<file path="src/rtl/tick_pkg.sv">
package tick_pkg;

  typedef enum logic [1:0] {
    TM_OFF     = 2'b00,
    TM_WRAP    = 2'b01,
    TM_SINGLE  = 2'b10,
    TM_FREE    = 2'b11
  } tick_mode_e;

endpackage

</file>
<file path="src/rtl/tick_rst_sync.sv">
module tick_rst_sync #(
  parameter int STAGES = 2
) (
  input  logic clk,
  input  logic rst_n,
  output logic rst_sync_n
);

  logic [STAGES-1:0] sh_q;
  logic [STAGES-1:0] sh_d;

  always_comb begin
    sh_d = {sh_q[STAGES-2:0], 1'b1};
  end

  always_ff @(posedge clk or negedge rst_n) begin
    if (!rst_n) sh_q <= '0;
    else        sh_q <= sh_d;
  end

  assign rst_sync_n = sh_q[STAGES-1];

endmodule

</file>
<file path="src/rtl/tick_ctrl_reg.sv">
module tick_ctrl_reg
  import tick_pkg::*;
#(
  parameter int DATA_W = 32,
  localparam int PER_W = DATA_W - 4
) (
  input  logic             clk,
  input  logic             rst_n,
  input  logic             wr_en,
  input  tick_mode_e       wr_mode,
  input  logic             wr_ie,
  input  logic [PER_W-1:0] wr_period,
  input  logic             match_evt,
  output tick_mode_e       mode,
  output logic             irq_en,
  output logic             pend,
  output logic [PER_W-1:0] period
);

  tick_mode_e       mode_q, mode_d;
  logic             ie_q, ie_d;
  logic             pend_q, pend_d;
  logic [PER_W-1:0] per_q, per_d;

  always_comb begin
    mode_d = mode_q;
    ie_d   = ie_q;
    per_d  = per_q;
    pend_d = pend_q;
    if (wr_en) begin
      mode_d = wr_mode;
      ie_d   = wr_ie;
      per_d  = wr_period;
      pend_d = 1'b0;
    end else if (match_evt && ie_q) begin
      pend_d = 1'b1;
    end
  end

  always_ff @(posedge clk or negedge rst_n) begin
    if (!rst_n) begin
      mode_q <= TM_OFF;
      ie_q   <= 1'b0;
      per_q  <= '0;
      pend_q <= 1'b0;
    end else begin
      mode_q <= mode_d;
      ie_q   <= ie_d;
      per_q  <= per_d;
      pend_q <= pend_d;
    end
  end

  assign mode   = mode_q;
  assign irq_en = ie_q;
  assign pend   = pend_q;
  assign period = per_q;

  assert_pend_set_R6: assert property (@(posedge clk) disable iff (!rst_n)
    (match_evt && ie_q && !wr_en) |=> pend_q);
  assert_pend_sticky_R6: assert property (@(posedge clk) disable iff (!rst_n)
    (pend_q && !wr_en) |=> pend_q);
  assert_pend_needs_ie_R6: assert property (@(posedge clk) disable iff (!rst_n)
    (!pend_q && !ie_q) |=> !pend_q);
  assert_sw_clears_R7: assert property (@(posedge clk) disable iff (!rst_n)
    wr_en |=> !pend_q);

endmodule

</file>
<file path="src/rtl/tick_count_reg.sv">
module tick_count_reg
  import tick_pkg::*;
#(
  parameter int DATA_W = 32,
  localparam int PER_W = DATA_W - 4,
  localparam int PAD_W = DATA_W - PER_W
) (
  input  logic              clk,
  input  logic              rst_n,
  input  logic              load_en,
  input  logic              arm_en,
  input  logic [DATA_W-1:0] load_val,
  input  tick_mode_e        arm_mode,
  input  tick_mode_e        mode,
  input  logic [PER_W-1:0]  period,
  output logic [DATA_W-1:0] count,
  output logic              match_evt
);

  logic [DATA_W-1:0] cnt_q, cnt_d;
  logic              run_q, run_d;
  logic [DATA_W-1:0] cnt_inc;
  logic              hit;
  logic              step;

  assign cnt_inc   = cnt_q + 1'b1;
  assign hit       = (cnt_inc[PER_W-1:0] == period);
  assign step      = run_q && !load_en && !arm_en;
  assign match_evt = step && hit;

  always_comb begin
    cnt_d = cnt_q;
    run_d = run_q;
    if (load_en) begin
      cnt_d = load_val;
    end else if (arm_en) begin
      run_d = (arm_mode != TM_OFF);
    end else if (step) begin
      case (mode)
        TM_WRAP:   cnt_d = hit ? '0 : cnt_inc;
        TM_SINGLE: begin
          if (hit) begin
            cnt_d = {{PAD_W{1'b0}}, period};
            run_d = 1'b0;
          end else begin
            cnt_d = cnt_inc;
          end
        end
        TM_FREE:   cnt_d = cnt_inc;
        default:   cnt_d = cnt_q;
      endcase
    end
  end

  always_ff @(posedge clk or negedge rst_n) begin
    if (!rst_n) begin
      cnt_q <= '0;
      run_q <= 1'b0;
    end else begin
      cnt_q <= cnt_d;
      run_q <= run_d;
    end
  end

  assign count = cnt_q;

  assert_off_hold_R2: assert property (@(posedge clk) disable iff (!rst_n)
    (mode == TM_OFF && !load_en && !arm_en) |=> $stable(cnt_q));
  assert_wrap_zero_R3: assert property (@(posedge clk) disable iff (!rst_n)
    (match_evt && mode == TM_WRAP) |=> (cnt_q == '0));
  assert_single_stop_R4: assert property (@(posedge clk) disable iff (!rst_n)
    (match_evt && mode == TM_SINGLE) |=> (!run_q && cnt_q[PER_W-1:0] == $past(period)));
  assert_free_inc_R5: assert property (@(posedge clk) disable iff (!rst_n)
    (step && mode == TM_FREE) |=> (cnt_q == $past(cnt_q) + 1'b1));
  assert_load_R9: assert property (@(posedge clk) disable iff (!rst_n)
    load_en |=> (cnt_q == $past(load_val)));
  assert_arm_no_step_R11: assert property (@(posedge clk) disable iff (!rst_n)
    arm_en |=> $stable(cnt_q));

endmodule

</file>
<file path="src/rtl/tick_timer.sv">
module tick_timer
  import tick_pkg::*;
#(
  parameter int DATA_W      = 32,
  parameter int SYNC_STAGES = 2,
  localparam int PER_W      = DATA_W - 4,
  localparam int MODE_HI    = DATA_W - 1,
  localparam int IE_BIT     = DATA_W - 3,
  localparam int PEND_BIT   = DATA_W - 4
) (
  input  logic              clk,
  input  logic              rst_n,
  input  logic              reg_wr,
  input  logic              reg_sel,
  input  logic [DATA_W-1:0] reg_wdata,
  output logic [DATA_W-1:0] reg_rdata,
  input  logic              tmr_exc_en,
  output logic              tick_irq
);

  logic              rst_int_n;
  logic              wr_cnt;
  logic              wr_ctl;
  tick_mode_e        new_mode;
  tick_mode_e        cur_mode;
  logic              cur_ie;
  logic              cur_pend;
  logic [PER_W-1:0]  cur_period;
  logic [DATA_W-1:0] cur_count;
  logic              match_evt;
  logic [DATA_W-1:0] ctl_word;

  tick_rst_sync #(.STAGES(SYNC_STAGES)) u_rst (
    .clk        (clk),
    .rst_n      (rst_n),
    .rst_sync_n (rst_int_n)
  );

  assign wr_cnt   = reg_wr && !reg_sel;
  assign wr_ctl   = reg_wr &&  reg_sel;
  assign new_mode = tick_mode_e'(reg_wdata[MODE_HI -: 2]);

  tick_ctrl_reg #(.DATA_W(DATA_W)) u_ctrl (
    .clk       (clk),
    .rst_n     (rst_int_n),
    .wr_en     (wr_ctl),
    .wr_mode   (new_mode),
    .wr_ie     (reg_wdata[IE_BIT]),
    .wr_period (reg_wdata[PER_W-1:0]),
    .match_evt (match_evt),
    .mode      (cur_mode),
    .irq_en    (cur_ie),
    .pend      (cur_pend),
    .period    (cur_period)
  );

  tick_count_reg #(.DATA_W(DATA_W)) u_count (
    .clk       (clk),
    .rst_n     (rst_int_n),
    .load_en   (wr_cnt),
    .arm_en    (wr_ctl),
    .load_val  (reg_wdata),
    .arm_mode  (new_mode),
    .mode      (cur_mode),
    .period    (cur_period),
    .count     (cur_count),
    .match_evt (match_evt)
  );

  assign ctl_word  = {cur_mode, cur_ie, cur_pend, cur_period};
  assign reg_rdata = reg_sel ? ctl_word : cur_count;
  assign tick_irq  = cur_pend && tmr_exc_en;

  assert_irq_gate_R8: assert property (@(posedge clk) disable iff (!rst_int_n)
    !tmr_exc_en |-> !tick_irq);
  assert_irq_from_pend_R8: assert property (@(posedge clk) disable iff (!rst_int_n)
    tick_irq |-> ctl_word[PEND_BIT]);

endmodule

</file>
<file path="config.mk">
export PLATFORM = sky130hd
export DESIGN_NAME = tick_timer
export DESIGN_NICKNAME = d
export VERILOG_FILES = /design/src/rtl/tick_pkg.sv /design/src/rtl/tick_rst_sync.sv /design/src/rtl/tick_ctrl_reg.sv /design/src/rtl/tick_count_reg.sv /design/src/rtl/tick_timer.sv
export SDC_FILE = /design/constraint.sdc
export NUM_CORES = 1
export LEC_CHECK = 0
export ABC_AREA = 0
export BUFFER_PORTS_ARGS = -buffer_cell sky130_fd_sc_hd__buf_2
export CAP_MARGIN = 20
export CORE_MARGIN = 2
export CORE_UTILIZATION = 35
export CTS_BUF_LIST = sky130_fd_sc_hd__clkbuf_2
export CTS_CLUSTER_DIAMETER = 30
export DETAILED_ROUTE_END_ITERATION = 7
export SLEW_MARGIN = 20
export SYNTH_ARGS = -nofsm -noshare
export SYNTH_HDL_FRONTEND = slang
export SYNTH_HIERARCHICAL = 1
export SYNTH_SLANG_ARGS = --single-unit
export TNS_END_PERCENT = 100
</file>
<file path="constraint.sdc">
create_clock -name clk -period 4.5 [get_ports clk]
set_input_delay 0.9 -clock clk [delete_from_list [all_inputs] [get_ports clk]]
set_output_delay 0.9 -clock clk [all_outputs]
set_load 0.02 [all_outputs]
</file>
# After elaboration in Yosys (flattened, before gate mapping)
# Cells that the tools add are included.
[classes]
n_addsub = 1
eq_ne = 5
n_mux = 13
bitwise_logic = 1
reduce_logical = 19
[ops]
columns = ["op", "count"]
rows = [
  ["32-bit two-way mux", 6],
  ["32-bit case mux with 3 select lines", 1],
  ["32-bit by 1-bit adder with 32-bit output, second input constant", 1],
  ["28-bit == test", 1],
  ["2-bit nonzero test", 6],
  ["1-bit logical AND", 7],
  ["1-bit two-way mux", 6],
  ["2-bit == test, second input constant", 2],
  ["4-bit AND reduction", 1],
  ["4-bit nonzero test", 1],
  ["1-bit zero test", 3],
  ["3-bit AND reduction", 1],
  ["2-bit by 1-bit == test with 1-bit output, second input constant", 1],
  ["2-bit by 1-bit != test with 1-bit output, second input constant", 1],
  ["1-bit NOT", 1],
]
[totals]
ff_bits = 67
inputBits = 37
out_inout_bits = 33
elab_cells = 46

# Logic depth before layout (Yosys ltp)
[depth]
depth_word = 9
ltp_mapped = 14
ltp_nobuf = 11

# Hierarchy
# Netlist, hierarchy kept.
[modules_own_cells]
columns = ["module", "n_inst", "cells_each", "area_each_um2", "seq_area_each_um2"]
rows = [
  ["tick_count_reg", 1, 574, 4150.2, 825.8],
  ["tick_ctrl_reg", 1, 69, 1338.8, 800.8],
  ["tick_timer", 1, 39, 550.5, 0.0],
  ["tick_rst_sync", 1, 3, 53.8, 50.0],
]

# Worst setup path before layout
# No wires, ideal clock.
[synth_path]
kind = "register to register"
startpoint = "reg u_count.cnt_q[0], in the netlist u_count/count[0]"
endpoint = "reg u_count.cnt_q[31], in the netlist u_count/count[31]"
setup_ps = 126
arrival_time_ps = 3301
required_ps = 4374
path_slack_ps = 1073
stages_incl_launch_ff = 12
path_buffers = 2
period_less_slack_ps = 3427
cell_sequence = "dfrtp_1 -> ha_1 -> buf_2 -> nand4_1 -> clkbuf_1 -> o32ai_1 -> nand2_1 -> or4_1 -> or4b_1 -> or4_4 -> a2bb2oi_1 -> a221o_1"
[synth_between]
elab_chain_cells = 7
word_cells_on_any_way = 8
cone_classes = "1 x add/sub; 1 x eq/ne; 6 x mux"
[synth_rtl]
columns = ["item", "line_no", "text"]
rows = [
  ["start, declared", "tick_count_reg.sv:20", "logic [DATA_W-1:0] cnt_q, cnt_d;"],
  ["start signal, assigned", "tick_count_reg.sv:60", "cnt_q <= cnt_d;"],
  ["32-bit by 1-bit adder with 32-bit output (*)", "tick_count_reg.sv:26", "assign cnt_inc = cnt_q + 1'b1;"],
  ["28-bit == test", "tick_count_reg.sv:27", "assign hit = (cnt_inc[PER_W-1:0] == period);"],
  ["32-bit two-way mux, on equally long branches", "tick_count_reg.sv:42, tick_count_reg.sv:40", ""],
  ["32-bit case mux with 3 select lines (*)", "tick_count_reg.sv:39", "case (mode)"],
  ["32-bit two-way mux (*)", "tick_count_reg.sv:38", "end else if (step) begin"],
  ["32-bit two-way mux (*)", "tick_count_reg.sv:36", "end else if (arm_en) begin"],
  ["32-bit two-way mux (*)", "tick_count_reg.sv:34", "if (load_en) begin"],
]
# Every way passes the cells marked *; elsewhere a longest branch is shown, timed or not. The select of a mux whose other input is x is not followed.
# A chain may end at the register's enable or synchronous reset.

# Worst setup path in the final report
[layout_path]
startpoint = "reg u_count.cnt_q[0], in the netlist u_count/count[0]"
endpoint = "reg u_count.cnt_q[27], in the netlist u_count/count[27]"
# The elaborated chain is that of the path after synthesis.

==> results_dict.tcl <==
set metrics [dict create \
    syn-cell-area_sq_mm 0.00609 \
    numPortBuffers 69 \
    power_uw 3010 \
    synthesis.nets 725 \
    cts_buffers 9 \
    synth_seq_cells 67 \
    grt_overflow 0 \
    fp.dieH_microns 136 \
    period_share_pct 94.1 \
    antenna_found_initial 1 \
    cts_root_buf "clkbuf_2" \
    worstReg2RegStart "u_count/count[0]$_DFFE_PN0P_" \
    reg2regPathDepth 10 \
    multiInputGateArea_sq_mm 0.00400 \
    postSynth.asyncResetShare_pct 100 \
    crit_end "u_count/count[27]$_DFFE_PN0P_" \
    cts_tree "built" \
    ys_seq_area_share_pct 27.5 \
    drv_slew 0 \
    ir_worst_vdd_uv 149 \
    yosys_most_used_dff "dfrtp_1" \
    start_util_pct 35.5 \
    pin_count 70 \
    fill_cells 1825 \
    startpoint "u_count/count[0]$_DFFE_PN0P_" \
    power.leakage_uw 0.00279 \
    rr_endpoint "u_count/count[27]$_DFFE_PN0P_" \
    tightest_slew_ns 0.795 \
    dp.cells 955 \
    finalCriticalPeriod_ns 4.23 \
    grt_max_degree 39 \
    final_nets 782 \
    routedWlPerCell_microns 20.2 \
    dp_hpwl_microns 14800 \
    placed_area_sq_mm 0.00672 \
    fin_skew_ns 0.0210 \
    status "finished, final reports clean" \
    coreArea_sq_mm 0.0172 \
    power_density_mw_per_mm2 440 \
    synth.distinct_cells 74 \
    final_hold_viol_count 0 \
    startpoint_type "flip-flop" \
    track_usage_pct 22.0 \
    syn_inst 685 \
    drt-initial-drc-count 461 \
    fp.dieW_microns 136 \
    critPathCaptureType "flip-flop" \
    hp-class "reg2async" \
    dieArea_sq_mm 0.0185 \
    setup_viol 0 \
    drc 0 \
    worstPathMaxFanout 11 \
    setup.worst_path.class "reg2reg" \
    cp_data_arrival_time_ns 4.69 \
    final.setup.tns_ns 0 \
    clkLatencyLatePin_ns 0.59 \
    final_cell_mix "buf_2, nor2_1, dfrtp_1" \
    rsz0062_at_grt "false" \
    gp_congestion 0.959 \
    r2r_slack_ns 0.27 \
    final_area_sq_mm 0.00684 \
    synth_edf_count 0 \
    vias_per_cell 5.79 \
    syn_avg_cell_area_sq_um 8.90 \
    final_common_cell "buf_2" \
    post_cts_resized 0 \
    cts.clk_slew.worst_paths_ns 0.20 \
    fin_cells 974 \
    area_growth_pct 12.2 \
    grt_pass1_wl_microns 31600 \
    dr.pass1.iters 5 \
    fmax_mhz 236 \
    ys_warn_count 6 \
    ff_latch_area_sq_mm 0.00168 \
    drt_wl_total_microns 19700 \
    clock-sinks 67 \
    cp_data_required_time_ns 4.95 \
    ctsLongestPathBuffers 2 \
    grt_pass1_vias 5501 \
    h-tree-depth 3 \
    drtAntennaViolNets 0 \
    slew_headroom_pct 46.5 \
    drv_cap 0 \
    rows 48 \
    drive_gt1_share_pct 27.8 \
    via_count 5641 \
]
==> through the flow <==
stage	setup WS, ns	hold WS (ns)	utilization (%)
floorplan	1.07	0.331	-
global placement	0.464	0.314	39.1
detailed placement	0.388	0.323	39.1
CTS	0.358	0.339	39.8
global route	0.0342	0.362	39.8
finish	0.267	0.304	39.8
==> worst min-delay path by stage <==
stage                            startpoint                           end  slack (ns)  cells after the start
floorplan           u_rst/sh_q[0]$_DFF_PN0_       u_rst/sh_q[1]$_DFF_PN0_        0.33                      0
global placement    u_rst/sh_q[1]$_DFF_PN0_  u_ctrl/period[5]$_DFFE_PN0P_        0.31                      0
detailed placement  u_rst/sh_q[1]$_DFF_PN0_  u_ctrl/period[5]$_DFFE_PN0P_        0.32                      0
finish              u_rst/sh_q[1]$_DFF_PN0_  u_ctrl/period[5]$_DFFE_PN0P_        0.30                      0
CTS                 u_rst/sh_q[1]$_DFF_PN0_  u_ctrl/period[5]$_DFFE_PN0P_        0.34                      0
global route        u_rst/sh_q[1]$_DFF_PN0_  u_ctrl/period[5]$_DFFE_PN0P_        0.36                      0
==> worst max-delay path, stage by stage, from the launching register on <==
cell and delay, ns:
dfrtp_1 0.55, ha_1 0.38, nand4_1 0.39, or4_1 0.74
xor2_1 0.23, o2111ai_1 0.13, or4b_1 0.51, or4_4 0.67
buf_4 0.21, o21ai_0 0.18, a31oi_1 0.10
==> synthesized netlist by cell type, drive strengths merged (3+ instances only) <==
cell type   n  share of area [%]
nor2       68                4.2
dfrtp      67                 28
mux2       64                 15
a21oi      56                4.6
clkbuf     40                2.5
o21ai      33                2.7
buf        30                4.4
nand2      29                1.8
xnor2      29                4.2
nand4      28                2.9
xor2       20                2.9
a31oi      18                1.8
nand3      17                1.4
nor4       17                2.0
a41oi      16                2.3
nor3       14                1.1
nand2b     12                1.2
nor2b      11                1.1
inv         9               0.55
or4         9                1.2
o2111ai     7                1.0
o22ai       7               0.72
and3        5               0.51
mux2i       5               0.82
nor3b       5               0.62
o211ai      5               0.62
and2        4               0.41
or3         4               0.41
a2111oi     3               0.53
and4        3               0.43
ha          3               0.62
o21bai      3               0.37
o31ai       3               0.37
or2         3               0.31
xnor3       3                1.1
==> registers in the layout, summed over array words and instances, names as in the netlist <==
name           count
u_ctrl/period     28
u_rst/sh_q         2
u_count/count     32
u_ctrl/irq_en      1
u_ctrl/mode        2
u_count/run_q      1
u_ctrl/pend        1
==> layout make-up <==
class	instances	share of cell area, %
antenna	2	0.0732
clock buffer	11	0.805
clock inverter	5	0.659
inverter	9	0.494
multi-input combinational	539	58.5
sequential	67	24.5
tap	225	4.12
timing repair buffer	116	10.8
==> repair_timing <==
action / CTS / global route
setup buffers: 0 / 0
hold buffers: 1 / 0
endpoints found under the hold margin: 2 / 0
==> routing by layer <==
layer | vias up | track usage [%] | wire length [microns]
met3 | 23 | 3.50 | 1190
met2 | 200 | 33.0 | 8430
met4 | 0 | 6.08 | 327
li1 | 2665 | - | -
met1 | 2753 | 32.6 | 9760
met5 | - | 0 | 0
==> cell families after synthesis <==
kind of cell	Yosys count	synth area share (%)
adder cells (fa/ha/maj)	3	0.616
flip-flops	67	27.5
AND/OR/NAND/NOR	240	21.6
other	1	0.0615
buffers and inverters	79	7.45
AO/OA/AOI/OAI	174	18.5
XOR/XNOR	52	8.15
multiplexers	69	16.2
==> report_power, final <==
group | switching (uW) | total [uW] | internal [uW]
Combinational | 920 | 1650 | 729
Clock | 234 | 360 | 126
Sequential | 261 | 1000 | 739
Total | 1410 | 3010 | 1590
Power figures use the tool's default switching activity.
